[src/rtl/rsg_pkg.sv]
package rsg_pkg;

    typedef enum logic [1:0] {
        VEC_EXT  = 2'b00,
        VEC_WDOG = 2'b01,
        VEC_OSC  = 2'b10
    } rvec_e;

    typedef enum logic [1:0] {
        ST_IDLE   = 2'b00,
        ST_DRIVE  = 2'b01,
        ST_SETTLE = 2'b10,
        ST_HOLD   = 2'b11
    } rseq_e;

    typedef struct packed {
        logic wdog;
        logic osc;
    } pend_t;

    // Vector choice at the close of the settling window
    function automatic rvec_e pick_vec(logic pin_hi, pend_t p);
        if (!pin_hi) return VEC_EXT;
        if (p.osc)   return VEC_OSC;
        if (p.wdog)  return VEC_WDOG;
        return VEC_EXT;
    endfunction

endpackage

[src/rtl/rsg_sync.sv]
module rsg_sync #(
    parameter int STAGES = 2
) (
    input  logic clk,
    input  logic rst,
    input  logic d,
    output logic q
);
    logic [STAGES-1:0] chain;

    generate
        for (genvar i = 0; i < STAGES; i++) begin : g_stage
            if (i == 0) begin : g_first
                always_ff @(posedge clk) begin
                    if (rst) chain[0] <= 1'b1;
                    else     chain[0] <= d;
                end
            end else begin : g_next
                always_ff @(posedge clk) begin
                    if (rst) chain[i] <= 1'b1;
                    else     chain[i] <= chain[i-1];
                end
            end
        end
    endgenerate

    assign q = chain[STAGES-1];
endmodule

[src/rtl/rsg_pending.sv]
module rsg_pending
    import rsg_pkg::*;
(
    input  logic  clk,
    input  logic  rst,
    input  logic  set_wdog,
    input  logic  set_osc,
    input  logic  clear,
    output pend_t pend
);
    pend_t pend_q;

    always_ff @(posedge clk) begin
        if (rst) begin
            pend_q <= '0;
        end else begin
            // a set in the clearing cycle wins
            pend_q.wdog <= (clear ? 1'b0 : pend_q.wdog) | set_wdog;
            pend_q.osc  <= (clear ? 1'b0 : pend_q.osc)  | set_osc;
        end
    end

    assign pend = pend_q;
endmodule

[src/rtl/rsg_seq.sv]
module rsg_seq
    import rsg_pkg::*;
#(
    parameter int DRIVE_CYC  = 516,
    parameter int SETTLE_CYC = 256
) (
    input  logic  clk,
    input  logic  rst,
    input  logic  start_req,
    input  logic  pin_sync,
    input  pend_t pend,
    output logic  pin_drive,
    output logic  core_rst,
    output rvec_e vec,
    output logic  clear_pend
);
    localparam int MAXC = (DRIVE_CYC > SETTLE_CYC) ? DRIVE_CYC : SETTLE_CYC;
    localparam int CW   = $clog2(MAXC + 1);
    localparam logic [CW-1:0] DRV_LAST = CW'(DRIVE_CYC - 1);
    localparam logic [CW-1:0] SET_LAST = CW'(SETTLE_CYC - 1);

    rseq_e          st;
    logic [CW-1:0]  cnt;
    rvec_e          vec_q;
    logic           settle_end;

    assign settle_end = (st == ST_SETTLE) && (cnt == SET_LAST);

    always_ff @(posedge clk) begin
        if (rst) begin
            st    <= ST_IDLE;
            cnt   <= '0;
            vec_q <= VEC_EXT;
        end else begin
            unique case (st)
                ST_IDLE: begin
                    if (start_req) begin
                        st  <= ST_DRIVE;
                        cnt <= '0;
                    end
                end
                ST_DRIVE: begin
                    if (cnt == DRV_LAST) begin
                        st  <= ST_SETTLE;
                        cnt <= '0;
                    end else begin
                        cnt <= cnt + 1'b1;
                    end
                end
                ST_SETTLE: begin
                    if (settle_end) begin
                        cnt   <= '0;
                        vec_q <= pick_vec(pin_sync, pend);
                        st    <= pin_sync ? ST_IDLE : ST_HOLD;
                    end else begin
                        cnt <= cnt + 1'b1;
                    end
                end
                ST_HOLD: begin
                    if (pin_sync) st <= ST_IDLE;
                end
                default: st <= ST_IDLE;
            endcase
        end
    end

    assign pin_drive  = (st == ST_DRIVE);
    assign core_rst   = (st != ST_IDLE) | start_req;
    assign vec        = vec_q;
    assign clear_pend = (settle_end && pin_sync) || ((st == ST_HOLD) && pin_sync);
endmodule

[src/rtl/reset_vector_seq.sv]
module reset_vector_seq
    import rsg_pkg::*;
#(
    parameter int DRIVE_CYC   = 516,
    parameter int SETTLE_CYC  = 256,
    parameter int SYNC_STAGES = 2
) (
    input  logic       clk,
    input  logic       rst,
    input  logic       por_req_i,
    input  logic       ill_addr_req_i,
    input  logic       wdog_req_i,
    input  logic       osc_fail_req_i,
    input  logic       pin_i,
    output logic       pin_drive_o,
    output logic       core_rst_o,
    output logic [1:0] vec_o
);
    logic  pin_sync;
    pend_t pend;
    logic  clear_pend;
    logic  start_req;
    rvec_e vec;

    rsg_sync #(.STAGES(SYNC_STAGES)) u_sync (
        .clk (clk),
        .rst (rst),
        .d   (pin_i),
        .q   (pin_sync)
    );

    rsg_pending u_pend (
        .clk      (clk),
        .rst      (rst),
        .set_wdog (wdog_req_i),
        .set_osc  (osc_fail_req_i),
        .clear    (clear_pend),
        .pend     (pend)
    );

    assign start_req = por_req_i | ill_addr_req_i | wdog_req_i | osc_fail_req_i
                     | pend.wdog | pend.osc | ~pin_sync;

    rsg_seq #(.DRIVE_CYC(DRIVE_CYC), .SETTLE_CYC(SETTLE_CYC)) u_seq (
        .clk        (clk),
        .rst        (rst),
        .start_req  (start_req),
        .pin_sync   (pin_sync),
        .pend       (pend),
        .pin_drive  (pin_drive_o),
        .core_rst   (core_rst_o),
        .vec        (vec),
        .clear_pend (clear_pend)
    );

    assign vec_o = vec;
endmodule

[config.mk]
export PLATFORM = sky130hd
export DESIGN_NAME = reset_vector_seq
export DESIGN_NICKNAME = d
export VERILOG_FILES = /design/src/rtl/rsg_pkg.sv /design/src/rtl/rsg_sync.sv /design/src/rtl/rsg_pending.sv /design/src/rtl/rsg_seq.sv /design/src/rtl/reset_vector_seq.sv
export SDC_FILE = /design/constraint.sdc
export NUM_CORES = 1
export LEC_CHECK = 0
export ABC_AREA = 1
export BUFFER_PORTS_ARGS = -buffer_cell sky130_fd_sc_hd__clkbuf_2
export CELL_PAD_IN_SITES_DETAIL_PLACEMENT = 1
export CELL_PAD_IN_SITES_GLOBAL_PLACEMENT = 1
export CORE_MARGIN = 2
export CORE_UTILIZATION = 43
export CTS_CLUSTER_SIZE = 14
export DETAILED_ROUTE_END_ITERATION = 8
export PLACE_DENSITY_LB_ADDON = 0.1
export SYNTH_ARGS = -nofsm -noshare
export SYNTH_HDL_FRONTEND = slang
export SYNTH_SLANG_ARGS = --single-unit
[constraint.sdc]
create_clock -name clk -period 2.3 [get_ports clk]
set_clock_uncertainty 0.2 [all_clocks]
set_input_delay 0.23 -clock clk [delete_from_list [all_inputs] [get_ports clk]]
set_output_delay 0.23 -clock clk [all_outputs]
set_load 0.01 [all_outputs]
# Yosys cells after proc, flatten, opt, wreduce, memory -nomap -nowiden
# Cells that the tools add are included.
[totals] register_bits=18 latch_bits=0 mem_bits_rw=0 romBits=0 input_bits=7 out_inout_bits=4 elab_cells=70 n_memories=0
[classes] addsub=1 n_mul=0 n_div=0 order_cmp=0 eq_ne=9 shifts=0 n_mux=33 bitwise=10 n_reduce_logical=10
[ops] op="10-bit 2-to-1 mux" n=3
[ops] op="10-bit case mux with 3 select lines" n=1
[ops] op="2-bit 2-to-1 mux" n=11
[ops] op="1-bit 2-to-1 mux" n=17
[ops] op="10-bit by 1-bit adder with 10-bit output (second input constant)" n=1
[ops] op="10-bit equality test (second input constant)" n=1
[ops] op="10-bit by 8-bit equality test with 1-bit output (second input constant)" n=1
[ops] op="1-bit OR" n=9
[ops] op="2-bit case mux with 4 select lines" n=1
[ops] op="2-bit by 1-bit != test with 1-bit output (second input constant)" n=3
[ops] op="2-bit equality test (second input constant)" n=2
[ops] op="2-bit AND reduction" n=2
[ops] op="4-bit AND reduction" n=1
[ops] op="1-bit logical AND" n=3
[ops] op="3-bit nonzero test" n=1
[ops] op="2-bit by 1-bit equality test with 1-bit output (second input constant)" n=1
[ops] op="2-bit logical NOT" n=1
[ops] op="2-bit != test (second input constant)" n=1
[ops] op="2-bit nonzero test" n=1
[ops] op="1-bit logical OR" n=1
[ops] op="1-bit inverter" n=1

# Longest topological paths before layout
# Gate-level depths: netlist of the first run.
[logic_depth] word_depth=17 mapped_depth=11 mapped_depth_nobuf=11

# Cells and area by module
# A second synthesis of the first run with hierarchy kept.
[hier_totals] cells_unflattened=154 hier_area_um2=1051.0
[by_module_without_submodules] module="rsg_seq" instances=1 cells_per_inst=127 area_per_inst_um2=882.1 seq_area_each_um2=280.3
[by_module_without_submodules] module="rsg_pending" instances=1 cells_per_inst=9 area_per_inst_um2=68.8 seq_area_each_um2=40.0
[by_module_without_submodules] module="rsg_sync" instances=1 cells_per_inst=7 area_per_inst_um2=58.8 seq_area_each_um2=40.0
[by_module_without_submodules] module="reset_vector_seq" instances=1 cells_per_inst=11 area_per_inst_um2=41.3 seq_area_each_um2=0.0

# Worst setup path after synthesis of the first run
# Ideal clock, no wire load.
[synth_timing] kind="register -> register" start="reg u_seq.st[0]" end="reg u_seq.cnt[1]" setup_time_ns=0.070 t_arrival_ns=1.343 required_ns=2.030 slack_ns=0.686 stages_incl_launch_ff=11 path_buffers=1 synth_period_minus_slack_ns=1.614 path_cell_list="dfxtp_1 inv_1 ha_1 nand2_1 nor2_1 nand2_2 nand2_4 buf_6 nor2_2 nand3_1 a21oi_1"
[synth_via] elab_chain_cells=4 word_cells_on_any_way=9 classes_between="eq/ne: 3; mux: 2; reduce/logical: 4"
[synth_lines] element="from (decl)" line_no="rsg_seq.sv:22" text="rseq_e st;"
[synth_lines] element="from (signal assigned)" line_no="rsg_seq.sv:54" text="st <= pin_sync ? ST_IDLE : ST_HOLD;"
[synth_lines] element="2-bit equality test"
[synth_lines] element="1-bit logical AND" line_no="rsg_seq.sv:27" text="assign settle_end = (st == ST_SETTLE) && (cnt == SET_LAST);"
[synth_lines] element="10-bit 2-to-1 mux" line_no="rsg_seq.sv:51" text="if (settle_end) begin"
[synth_lines] element="10-bit case mux with 3 select lines" line_no="rsg_seq.sv:35" text="unique case (st)"
[synth_lines] element="to (signal assigned)" line_no="rsg_seq.sv:47" text="cnt <= cnt + 1'b1;"
[synth_lines] element="to (signal assigned)" line_no="rsg_seq.sv:56" text="cnt <= cnt + 1'b1;"
[synth_lines] element="to (decl)" line_no="rsg_seq.sv:23" text="logic [CW-1:0] cnt;"
# Parallel ways exist; a longest one is shown, timed or not.
# A chain may end at the register's enable or synchronous reset.

# Final worst setup path of the first run
[layout_timing] start="reg u_seq.st[0]" end="reg u_seq.cnt[4]"
# The elaborated chain is that of the path after synthesis.

==> metrics, run 1 <==
initial antenna violation count 0; Achievable Freq 543 MHz; CP arrival 1.87 ns; fin worst setup slack 0.457 ns; Cell Rows 18; vias per cell 4.92; DR vias 1,067; P per Cell Area 718 nW/um^2; GPL Wtd Cong 0.909; Total Routed Length 2.68 mm; worst slack, placed 0.471 ns; reg2reg end u_seq.cnt[4]; Seq pwr share 0.410; Endpoint, Worst Hold u_pend.pend[1]; register area share after synthesis 0.327; maximum fanout along the worst path 12; status complete, no violations; area of the die 2980 um^2; antenna viol nets, final 0; min Tclk post-route 1.84 ns; DRC Markers 0; synthesized area 1100 um^2; Psw 0.000343 W; number of flops mapped to enable cells by yosys 0; Die Ht 54.6 um; clock tree buffer depth 2; drt pass-1 iters 4; Reg area 360 um^2; Synth area leaders dfxtp_1 (33%), nand2_1 (14%), inv_1 (9.5%); Max VDD drop 0.457 mV; n_diodes 0; CTS buffer count 3; Die Wd 54.6 um; worst hold path depth 2; Syn. warnings 0; DPL Wire Length 2.10 mm; syn avg cell area 6.41 um^2; sw frac 0.385; post-synth top area cell dfxtp_1; r2r setup slk 0.46 ns; fraction of registers with async set/reset 0; Syn Inst Count 172; Slew headroom 0.730; final setup fails 0; core footprint 2450 um^2; Total GRT Usage 0.217; Clk Latency, worst-skew pair 0.29 ns; hold path start rst; input/output buffers 10; largest net degree at the start of global routing 13; Final Net Count 202; I/O Pins 11; r2r startpoint u_seq.st[0]; Primary FF master, synth dfxtp_1; Startpoint Class flop; vias in the first global route 1,045; global route total overflow 0; share of the synthesized area in the top cell type 0.327; RSZ-0062 raised after global routing no; first-pass GRT wire length 4.62 mm; R2R depth 11; Clk pwr share 0.225; top post-synthesis cells by count nand2_1 (42), inv_1 (28), nor2_1 (25); max-cap violations 0; period utilisation layout 0.801; number of gates resized after cts 0; DRT iter0 DRCs 9; clk sinks 18; Comb power frac 0.365; DR WL/cell 12.3 um; Worst setup EP type flop; most frequent cell after synthesis nand2_1; Slew @ Worst Pin 0.402 ns; synth unique cells 19; htree depth 1; share of layout cells above drive strength 1 0.139; Static Leakage 0.558 nW; CTS tree yes; CTS root buf clkbuf_4; max-slew violation count 0; synthesized flop and latch total 18; Area Overhead vs Synth 12.6%; HP Class in -> reg; Clk pin slew, worst setup/hold paths 0.11 ns; Int Power 0.000548 W; Filler cells 344; Mapped Nets 186; crit path kind reg -> reg; data required time of the critical path 2.33 ns; area occupied by multi-input gates 618 um^2; Initial Util 0.449; Final Hold Viols 0; Fin Setup TNS 0 ns
==> flip-flops by register name, summed over array words and instances (netlist names) <==
signal and cells:
u_sync.q 1, u_seq.vec 2, u_sync.chain 1, u_seq.cnt 10, u_seq.st 2, u_pend.pend 2
==> cell usage in the layout, fill, tap and decap left out, drive strengths merged <==
| cell | netlist | routed |
|---|---|---|
| nand2 | 48 | 48 |
| inv | 29 | 29 |
| nor2 | 28 | 28 |
| dfxtp | 18 | 18 |
| nand3 | 17 | 17 |
| clkbuf | 1 | 14 |
| a21oi | 8 | 8 |
| ha | 7 | 7 |
| o21ai | 6 | 6 |
| nand4 | 5 | 5 |
| dlygate4sd3 | 0 | 3 |
| or2 | 2 | 2 |
| xor2 | 1 | 1 |
| nor3 | 1 | 1 |
==> layout make-up <==
type | count | area share
clock buffer | 4 | 0.0292
inverter | 29 | 0.0877
timing repair buffer | 13 | 0.0645
multi-input combinational | 123 | 0.498
sequential | 18 | 0.290
tap | 30 | 0.0302
==> worst max path at each step <==
stage / from / to / slack (ns) / cells past startpoint
after floorplan: u_seq.st[0] / u_seq.cnt[1] / 0.69 / 10
after global placement: u_seq.st[0] / u_seq.cnt[4] / 0.54 / 11
after detailed placement: u_seq.st[0] / u_seq.cnt[4] / 0.47 / 11
after CTS: u_seq.st[0] / u_seq.cnt[4] / 0.44 / 11
after global routing: u_seq.st[0] / u_seq.cnt[4] / 0.21 / 11
final: u_seq.st[0] / u_seq.cnt[4] / 0.46 / 11
==> worst max-delay path, stage by stage (launching register included) <==
cell     delay, ns
dfxtp_1       0.43
inv_1         0.12
ha_1          0.22
nand2_1       0.07
nor2_1        0.04
nand2_2       0.08
nand2_4       0.10
inv_1         0.19
nand2_1       0.07
nand2_1       0.06
o21ai_0       0.08
nor2_1        0.11
==> layer usage <==
metal,vias up,wire [um],track usage
li1,563,-,-
met1,494,1310,0.295
met2,8,1300,0.359
met3,2,39,0.0246
met4,0,20,0.0625
met5,-,0,0
==> power groups by stage <==
stage,clock network (W),logic [W],registers (W)
2_1_floorplan,0,0.000253,0.000366
5_1_grt,0.000219,0.000377,0.000373
3_5_place_dp,0,0.000322,0.000374
6_report,0.000200,0.000325,0.000366
3_3_place_gp,0,0.000314,0.000371
4_1_cts,0.000208,0.000328,0.000367
==> per-stage QoR <==
stage | utilization | instances | total power [W] | hold slack (ns) | area [um^2]
floorplan | - | 172 | 0.000619 | 0.134 | 1100
global placement | 0.479 | 210 | 0.000684 | 0.196 | 1170
detailed placement | 0.479 | 210 | 0.000696 | 0.196 | 1170
CTS | 0.506 | 217 | 0.000902 | 0.0312 | 1240
global route | 0.506 | 217 | 0.000969 | 0.0492 | 1240
finish | 0.506 | 217 | 0.000892 | 0.0417 | 1240
==> logic make-up (layout without fill, tap and decap cells) <==
kind of cell             Yosys count  after routing  share of synthesized area
AO/OA/AOI/OAI                     14             14                     0.0636
XOR/XNOR                           1              1                    0.00795
adder cells (fa/ha/maj)            7              7                     0.0795
buffers and inverters             31             46                      0.112
flip-flops                        18             18                      0.327
AND/OR/NAND/NOR                  101            101                      0.410
==> repair_timing <==
action	in CTS	in global routing
endpoints found under the hold margin	3	0
hold buffers	3	0
setup buffers	0	0
Power figures use the tool's default switching activity.
==> run 2: changes to the inputs <==
--- a/config.mk
+++ b/config.mk
@@ -10,7 +10,7 @@
 export CELL_PAD_IN_SITES_DETAIL_PLACEMENT = 1
 export CELL_PAD_IN_SITES_GLOBAL_PLACEMENT = 1
 export CORE_MARGIN = 2
-export CORE_UTILIZATION = 43
+export CORE_UTILIZATION = 36
 export CTS_CLUSTER_SIZE = 14
 export DETAILED_ROUTE_END_ITERATION = 8
 export PLACE_DENSITY_LB_ADDON = 0.1
==> constraint.sdc (replaced) <==
create_clock -name clk -period 1.6 [get_ports clk]
set_clock_uncertainty 0.2 [all_clocks]
set_input_delay 0.16 -clock clk [delete_from_list [all_inputs] [get_ports clk]]
set_output_delay 0.16 -clock clk [all_outputs]
set_load 0.01 [all_outputs]
==> metrics, run 2 (same netlist as run 1, synthesis figures left out) <==
status complete, but fails checks; failing checks setup timing; vias in the first global route 1,213; CTS root buf clkbuf_4; Fin Setup TNS -0.0161 ns; Initial Util 0.370; first-pass GRT wire length 5.61 mm; Total GRT Usage 0.214; HP Class reg -> reg; Area Overhead vs Synth 34.5%; min Tclk post-route 1.61 ns; Worst setup EP type flop; Hold WS 0.224 ns; DR WL/cell 13.7 um; Total Routed Length 3.25 mm; core footprint 2980 um^2; crit path kind reg -> reg; Clk pwr share 0.154; DPL Wire Length 2.36 mm; input/output buffers 10; area of the die 3520 um^2; commonest non-fill, non-tap cell in the layout nand2_1; Int Power 0.000946 W; Startpoint Class flop; clock tree buffer depth 2; DR vias 1,153; area occupied by multi-input gates 692 um^2; fin worst setup slack -0.0117 ns; CTS tree yes; htree depth 1; DRC Markers 0; Psw 0.000591 W; initial antenna violation count 0; final setup fails 3; Die Wd 59.3 um; Seq pwr share 0.338; Max VDD drop 0.647 mV; period utilisation layout 1.01; Static Leakage 0.661 nW; Achievable Freq 620 MHz; largest net degree at the start of global routing 11; Reg area 370 um^2; RSZ-0062 raised after global routing yes; max-cap violations 0; Final Net Count 221; Clk pin slew, worst setup/hold paths 0.11 ns; Die Ht 59.3 um; Comb power frac 0.508; Slew headroom 0.633; max-slew violation count 0; GPL Wtd Cong 0.849; share of layout cells above drive strength 1 0.346; vias per cell 4.84; CP arrival 1.62 ns; n_diodes 0; CTS buffer count 3; DRT iter0 DRCs 24; number of flip-flops in the largest register 10; Biggest register u_seq.cnt; maximum fanout along the worst path 3; Cell Rows 20; data required time of the critical path 1.61 ns; global route total overflow 0; Final Hold Viols 0; antenna viol nets, final 0; clk sinks 18; drt pass-1 iters 4; P per Cell Area 1040 nW/um^2; commonest cells after routing, fill and taps aside nand2_1 (37), inv_1 (23), nor2_1 (21); Slew @ Worst Pin 0.547 ns; I/O Pins 11; Core Util, Final 0.498; sw frac 0.384; Clk Latency, worst-skew pair 0.30 ns; Filler cells 377
run 2: changes by cell type in the layout (fill, tap and decap cells not counted), sizes merged:
cell	before	now
inv	29	28
clkbuf	14	11
dlygate4sd3	3	4
buf	0	20
clkinvlp	0	1
run 2: critical path, cell delays in order, from the launching register on:
cell     delay [ns]
dfxtp_2        0.35
buf_4          0.13
ha_1           0.21
inv_1          0.06
nor2_1         0.04
nor2_2         0.17
buf_4          0.15
nand4_1        0.07
nor2_1         0.09
nor2_1         0.04
run 2: power by group through the flow:
stage          Sequential, W  Combinational (W)  Clock [W]
3_3_place_gp        0.000520           0.000569          0
6_report            0.000520           0.000780   0.000236
4_1_cts             0.000520           0.000712   0.000249
5_1_grt             0.000527           0.000879   0.000263
2_1_floorplan       0.000529           0.000363          0
3_5_place_dp        0.000524           0.000591          0
run 2: final cells by class:
| type | instances | area share |
|---|---|---|
| repair buffers | 32 | 0.165 |
| well taps | 33 | 0.0278 |
| inverters | 29 | 0.0759 |
| flip-flops and latches | 18 | 0.250 |
| clock buffers | 3 | 0.0152 |
| multi-input cells | 123 | 0.467 |
run 2: per-stage QoR:
stage / worst slack (ns) / instance area (um^2) / power (W) / std cells
global placement: -0.0233 / 1280 / 0.00109 / 227
CTS: -0.00626 / 1420 / 0.00148 / 237
floorplan: 0.00341 / 1100 / 0.000893 / 172
global route: -0.115 / 1480 / 0.00167 / 238
finish: -0.0117 / 1480 / 0.00154 / 238
detailed placement: -0.0989 / 1280 / 0.00111 / 227
run 2: final timing paths:
| kind | from | to | cells past startpoint | slack [ns] |
|---|---|---|---|---|
| max | u_seq.st[0] | u_seq.st[0] | 9 | -0.01 |
| min | u_sync.chain[0] | u_sync.q | 1 | 0.22 |
| max reg2reg | u_seq.st[0] | u_seq.st[0] | 9 | -0.01 |
| min reg2reg | u_sync.chain[0] | u_sync.q | 1 | 0.22 |
run 2: layer usage:
layer  vias up  track usage  wire length, um
li1        601            -                -
met5         -            0                0
met3         4       0.0349               96
met2        14        0.355             1600
met4         0       0.0682               29
met1       534        0.280             1520
run 2: what timing repair did:
action | in CTS | in global routing
setup endpoints to repair | 12 | 18
pin swaps | 8 | 13
hold endpoints to repair | 8 | 0
hold buffers | 4 | 0
gates cloned | 0 | 0
buffers inserted | 3 | 1
gates resized for setup | 17 | 21
